--- config.mk ---
export PLATFORM = sky130hd
export DESIGN_NAME = sumeq_cmp
export DESIGN_NICKNAME = d
export VERILOG_FILES = /design/src/rtl/sumeq_pkg.sv /design/src/rtl/sumeq_csa.sv /design/src/rtl/sumeq_terms.sv /design/src/rtl/sumeq_and_tree.sv /design/src/rtl/sumeq_cmp.sv
export SDC_FILE = /design/constraint.sdc
export NUM_CORES = 1
export LEC_CHECK = 0
export ABC_CLOCK_PERIOD_IN_PS = 3200
export BUFFER_PORTS_ARGS = -buffer_cell sky130_fd_sc_hd__buf_4
export CAP_MARGIN = 5
export CORE_MARGIN = 1
export CORE_UTILIZATION = 42
export DETAILED_ROUTE_END_ITERATION = 8
export PLACE_DENSITY = 0.81
export SLEW_MARGIN = 10
export SYNTH_ARGS = -nofsm -noshare
export SYNTH_HDL_FRONTEND = slang
export SYNTH_HIERARCHICAL = 1
export SYNTH_SLANG_ARGS = --single-unit
--- constraint.sdc ---
create_clock -name vclk -period 3.2
set_input_delay 0.64 -clock vclk [all_inputs]
set_output_delay 0.64 -clock vclk [all_outputs]
set_load 0.03 [all_outputs]
--- src/rtl/sumeq_pkg.sv ---
package sumeq_pkg;

  // One full-adder sum bit.
  function automatic logic fa_sum(input logic a, input logic b, input logic c);
    return a ^ b ^ c;
  endfunction

  // One full-adder carry bit (majority of three).
  function automatic logic fa_carry(input logic a, input logic b, input logic c);
    return (a & b) | (a & c) | (b & c);
  endfunction

endpackage

--- src/rtl/sumeq_csa.sv ---
// Folds three summands into a sum/carry pair with equal total modulo 2^W.
module sumeq_csa #(
  parameter int W = 32
) (
  input  logic [W-1:0] in_a,
  input  logic [W-1:0] in_b,
  input  logic [W-1:0] in_c,
  output logic [W-1:0] red_x,
  output logic [W-1:0] red_y
);
  import sumeq_pkg::*;

  assign red_y[0] = 1'b0;

  for (genvar i = 0; i < W; i++) begin : g_col
    assign red_x[i] = fa_sum(in_a[i], in_b[i], in_c[i]);
    if (i < W - 1) begin : g_cy
      assign red_y[i+1] = fa_carry(in_a[i], in_b[i], in_c[i]);
    end
  end

  logic [W-1:0] fold_tot;
  logic [W-1:0] orig_tot;
  always_comb begin
    fold_tot = red_x + red_y;
    orig_tot = in_a + in_b + in_c;

    csa_fold_chk: assert (fold_tot == orig_tot)
      else $error("carry-save fold changed the total");
  end

endmodule

--- src/rtl/sumeq_terms.sv ---
// Per-bit local match terms: each uses only bits i and i-1.
module sumeq_terms #(
  parameter int W = 32
) (
  input  logic [W-1:0] pair_x,
  input  logic [W-1:0] pair_y,
  input  logic [W-1:0] cmp_val,
  output logic [W-1:0] term
);

  logic [W-1:0] ref_low;
  always_comb ref_low = pair_x + pair_y;

  for (genvar i = 0; i < W; i++) begin : g_bit
    logic s_loc;
    logic c_in;
    // Third summand bit is ~cmp_val[i]: xor when it is 0, xnor when it is 1.
    assign s_loc = cmp_val[i] ? (pair_x[i] ^ pair_y[i]) : ~(pair_x[i] ^ pair_y[i]);
    if (i == 0) begin : g_lsb
      assign c_in = 1'b0;
    end else begin : g_up
      // Carry from the position below: and when its third bit is 0, or when 1.
      assign c_in = cmp_val[i-1] ? (pair_x[i-1] & pair_y[i-1])
                                 : (pair_x[i-1] | pair_y[i-1]);
    end
    assign term[i] = s_loc ^ c_in;

    always_comb begin
      // all terms up to i set exactly when the low i+1 sum bits match
      prefix_match_chk: assert ((&term[i:0]) == (ref_low[i:0] == cmp_val[i:0]))
        else $error("local term prefix disagrees at bit %0d", i);
    end
  end

endmodule

--- src/rtl/sumeq_and_tree.sv ---
// Two-level AND reduction of the per-bit terms.
module sumeq_and_tree #(
  parameter int N   = 32,
  parameter int GRP = 4
) (
  input  logic [N-1:0] in_bits,
  output logic         all_set
);
  localparam int NG = (N + GRP - 1) / GRP;

  logic [NG-1:0] part;

  for (genvar g = 0; g < NG; g++) begin : g_grp
    localparam int LO = g * GRP;
    localparam int HI = (LO + GRP - 1 < N) ? LO + GRP - 1 : N - 1;
    assign part[g] = &in_bits[HI:LO];
  end

  assign all_set = &part;

  always_comb begin

    and_reduce_chk: assert (all_set == ($countones(in_bits) == N))
      else $error("reduction tree output wrong");
  end

endmodule

--- src/rtl/sumeq_cmp.sv ---
module sumeq_cmp #(
  parameter int W     = 32,
  parameter int HAS_C = 1,
  parameter int GRP   = 4
) (
  input  logic [W-1:0] op_a,
  input  logic [W-1:0] op_b,
  input  logic [W-1:0] op_c,
  input  logic [W-1:0] cmp_k,
  output logic         hit,
  output logic [W-1:0] bit_hit
);

  logic [W-1:0] pair_x;
  logic [W-1:0] pair_y;

  if (HAS_C != 0) begin : g_three
    sumeq_csa #(.W(W)) u_csa (
      .in_a  (op_a),
      .in_b  (op_b),
      .in_c  (op_c),
      .red_x (pair_x),
      .red_y (pair_y)
    );
  end else begin : g_two
    assign pair_x = op_a;
    assign pair_y = op_b;
  end

  sumeq_terms #(.W(W)) u_terms (
    .pair_x  (pair_x),
    .pair_y  (pair_y),
    .cmp_val (cmp_k),
    .term    (bit_hit)
  );

  sumeq_and_tree #(.N(W), .GRP(GRP)) u_tree (
    .in_bits (bit_hit),
    .all_set (hit)
  );

  logic [W-1:0] ref_sum;
  always_comb begin
    ref_sum = op_a + op_b + ((HAS_C != 0) ? op_c : '0);

    hit_ref_chk: assert (hit == (ref_sum == cmp_k))
      else $error("match flag disagrees with modular sum");
  end

endmodule

==> results of run 1 <==
-- synthesized netlist by cell type (2+ instances only) --
library cell   n  share of area
fa_1          31           0.23
inv_1         88           0.12
nand4_1        8          0.019
nand2_1        5         0.0069
or4_1          2         0.0056
xnor2_1       33           0.11
buf_4          2         0.0056
xor2_1        31           0.10
mux2i_1       26          0.096
o21ai_0        5         0.0093
ha_1          62           0.29
-- kinds of logic after synthesis --
group / count (synthesis)
muxes: 26
AOI/OAI and AO/OA: 5
adders and majority gates: 93
buffers and inverters: 90
and+or+nand+nor: 16
other: 1
xor gates and xnor gates: 65
-- metrics by stage --
| step | instances | worst slack [ps] | utilization |
|---|---|---|---|
| detailed placement | 581 | -499 | 0.874 |
| global placement | 581 | -439 | 0.874 |
| floorplan | 296 | -271 | - |
==> flow_metrics.py, run 1 <==
metrics = {
    "placement": {
        "hpwl_um": 7660,
        "gp_congestion": 0.792,
        "portBuffers": 161,
        "placed_area_um2": 5300,
    },
    "floorplanning": {
        "io_pins": 161,
        "initial_core_util": 0.446,
        "die_y_um": 82.2,
        "rows": 28,
        "dieWidth_um": 82.2,
    },
    "logic_synthesis": {
        "syn-num-nets": 517,
        "synth_xor_area_frac": 0.216,
        "synth_cells": 296,
        "synthMuxAreaShare": 0.0963,
        "ys_types": 14,
        "yosysWarnings": 6,
        "netlist_area_um2": 2700,
        "yosysSeqAreaShare": 0,
        "synthAdderAreaFrac": 0.517,
        "synth_compound_area_frac": 0.00926,
        "synth_top_family_by_area": "adder cells",
        "syn_area_per_cell_um2": 9.13,
        "yosys.area_share.simple": 0.0324,
    },
    "outcome": {
        "status": "stopped before the end",
        "tool.error": "[ERROR DPL-0033] detailed placement checks failed during check placement.",
        "failing_step": "4_1_cts",
    },
    "clock_network": {
        "ctsHoldBuffers": 0,
        "post_cts_buffers": 7,
        "cts.repair.resized": 56,
    },
}
==> inputs of run 2 (changes only) <==
ABC_CLOCK_PERIOD_IN_PS = 4200   (was 3200)
CORE_UTILIZATION = 40   (was 42)
PLACE_DENSITY = default   (was 0.81)
PLACE_DENSITY_LB_ADDON = 0.15   (was default)
clock period = 4.2 ns   (was 3.2 ns; I/O delays follow)
==> run 2 against run 1 <==
The flow now finishes, with violations (design-rule violations). Synthesized cell count unchanged. Area after synthesis unchanged.
==> flow_metrics.py, run 2 <==
metrics = {
    "clock_network": {
        "ctsHoldBuffers": 0,
        "post_cts_buffers": 0,
    },
    "pwr": {
        "powerDensity_nw_per_um2": 286,
        "power_frac_seq": 0,
        "ir_worst_vdd_v": 0.000132,
        "p_leak_uw": 0.00244,
        "fin_total_pwr_uw": 1210,
        "power_switching_uw": 665,
        "p_int_uw": 545,
        "p_comb_frac": 1.000,
        "swShare": 0.549,
        "power.share.clock": 0,
    },
    "outcome": {
        "violations": "design-rule violations",
        "status": "finished with violations",
    },
    "setup_path": {
        "endpoint_kind": "primary output",
        "critPathBufInv": 3,
        "cp-start-kind": "input pin",
        "critical_path_class": "input pin to primary output",
        "cp_common_cell": "buf_4",
        "critical-path-max-stage-delay_ps": 570,
        "crit_family": "adder cells",
        "cp_slowest_cell": "fa_1",
        "worstPathRequired_ps": 3360,
        "worstPathMaxFanout": 2,
        "cp.arrival_ps": 3230,
        "cp_cell_sequence": "buf_4 > fa_1 > inv_1 > ha_1 > xor2_2 > xnor2_2 > nand4_1 > or4_4 > nor2_2 > buf_4",
    },
    "hold_path": {
        "hold_class": "input pin to primary output",
        "min_from": "cmp_k[0]",
        "worstHoldPathCells": 3,
        "hold_end": "bit_hit[0]",
    },
    "sta": {
        "fin_crit_ps": 4070,
        "setup_ws_ps": 127,
        "fin_crit_sh": 0.970,
        "rsz0062_at_grt": "no",
        "finalHoldViolCount": 0,
        "setup_violations": 0,
        "setup_tns_ps": 0,
        "clock.fmax_ghz": 0.245,
        "hold_ws_ps": 2030,
        "maxSlewViolCount": 0,
    },
    "logic_synthesis": {
        "syn-num-nets": 517,
        "synth_area_leader_cell": "ha_1",
        "ys_types": 14,
        "synthTopCellsByArea": "ha_1 (29%), fa_1 (23%), inv_1 (12%)",
        "syn_area_per_cell_um2": 9.13,
        "synth.top_cell.area_share": 0.287,
        "netlist_area_um2": 2700,
        "synth_cells": 296,
        "yosysWarnings": 6,
        "synthTopCellsByCount": "inv_1 (88), ha_1 (62), xnor2_1 (33)",
        "yosysSeqAreaShare": 0,
        "yosysMostFrequentCell": "inv_1",
    },
    "placement": {
        "portBuffers": 161,
        "placed_cells": 532,
        "gp_congestion": 0.731,
        "hpwl_um": 5980,
        "place_ws_ps": 71.6,
    },
    "cells_and_area": {
        "drive_above_1_share": 0.426,
        "syn_to_final_growth_pct": 56.6,
        "seq_cells": 0,
        "clkbuf_count": 0,
        "layout_common_cells": "buf_4 (161), inv_1 (88), ha_1 (62)",
        "diodes": 0,
        "fill_cells": 574,
        "multi_input_comb_area_um2": 2600,
        "fin_cells": 532,
        "seq_area_um2": 0,
        "nNetsFinal": 678,
        "layout_commonest_cell": "buf_4",
    },
    "floorplanning": {
        "io_pins": 161,
        "core-area_um2": 6420,
        "initial_core_util": 0.421,
        "dieWidth_um": 84.2,
        "die_y_um": 84.2,
        "dieArea_um2": 7090,
        "rows": 29,
    },
    "routing": {
        "drc_errors": 20,
        "ant_nets": 0,
        "wl_um": 6100,
        "vias_per_cell": 4.47,
        "first_pass_iters": 6,
        "post_drt_wl_per_cell_um": 11.5,
        "vias": 2376,
        "drtIter0Drc": 43,
    },
    "global_routing": {
        "grt_max_degree": 4,
        "grt_pass1_wl_um": 10300,
        "first_global_vias": 2507,
        "grt.total_usage": 0.175,
        "antenna_found_initial": 0,
        "grt_overflow_total": 0,
    },
    "job": {
        "cap_violations": 0,
    },
}
run 2: tightest hold or removal path, cell delays in order:
cell and delay [ps]:
buf_4 90, xnor2_1 90, buf_4 170
run 2: logic make-up (layout without fill, tap and decap cells):
kind of cell / after synthesis / in the layout / share of synthesized area
AOI/OAI and AO/OA: 5 / 5 / 0.00926
other: 1 / 1 / 0.00139
muxes: 26 / 26 / 0.0963
xor gates and xnor gates: 65 / 65 / 0.216
and+or+nand+nor: 16 / 16 / 0.0324
adders and majority gates: 93 / 93 / 0.517
buffers and inverters: 90 / 249 / 0.128
run 2: area by class of cell:
| type | instances | share of cell area |
|---|---|---|
| tap | 77 | 0.0228 |
| timing repair buffer | 161 | 0.286 |
| inverter | 88 | 0.0781 |
| multi-input combinational | 206 | 0.614 |
run 2: power groups by stage:
| stage | logic (uW) | registers, uW | clock network (uW) |
|---|---|---|---|
| global placement | 1200 | 0 | 0 |
| CTS | 1230 | 0 | 0 |
| global route | 1310 | 0 | 0 |
| finish | 1210 | 0 | 0 |
| floorplan | 807 | 0 | 0 |
| detailed placement | 1220 | 0 | 0 |
run 2: layer usage:
metal / routed length [um] / track usage / vias to the layer above / part of all wire
met5: 0 / 0 / - / 0
met4: 0 / 0 / 0 / 0
met3: 499 / 0.0236 / 0 / 0.082
met2: 3530 / 0.379 / 81 / 0.58
met1: 2080 / 0.186 / 1094 / 0.34
li1: - / - / 1201 / -
run 2: stage by stage:
| stage | utilization | area (um^2) |
|---|---|---|
| 2_1_floorplan | - | 2930 |
| 3_3_place_gp | 0.657 | 4220 |
| 3_5_place_dp | 0.657 | 4220 |
| 4_1_cts | 0.657 | 4220 |
| 5_1_grt | 0.659 | 4230 |
| 6_report | 0.659 | 4230 |
run 2: how the worst max path moves through the flow:
stage | endpoint | depth (start not counted) | from
2_1_floorplan | hit | 8 | op_a[24]
3_3_place_gp | hit | 10 | op_a[23]
3_5_place_dp | hit | 10 | op_a[18]
4_1_cts | hit | 10 | op_a[18]
5_1_grt | hit | 10 | op_a[16]
6_report | hit | 10 | op_a[23]
run 2: repair_timing:
item	CTS	global route
resized for setup	0	2
hold endpoints to repair	0	0
setup endpoints to repair	0	1
No activity file was read; power rests on OpenSTA's default activity.
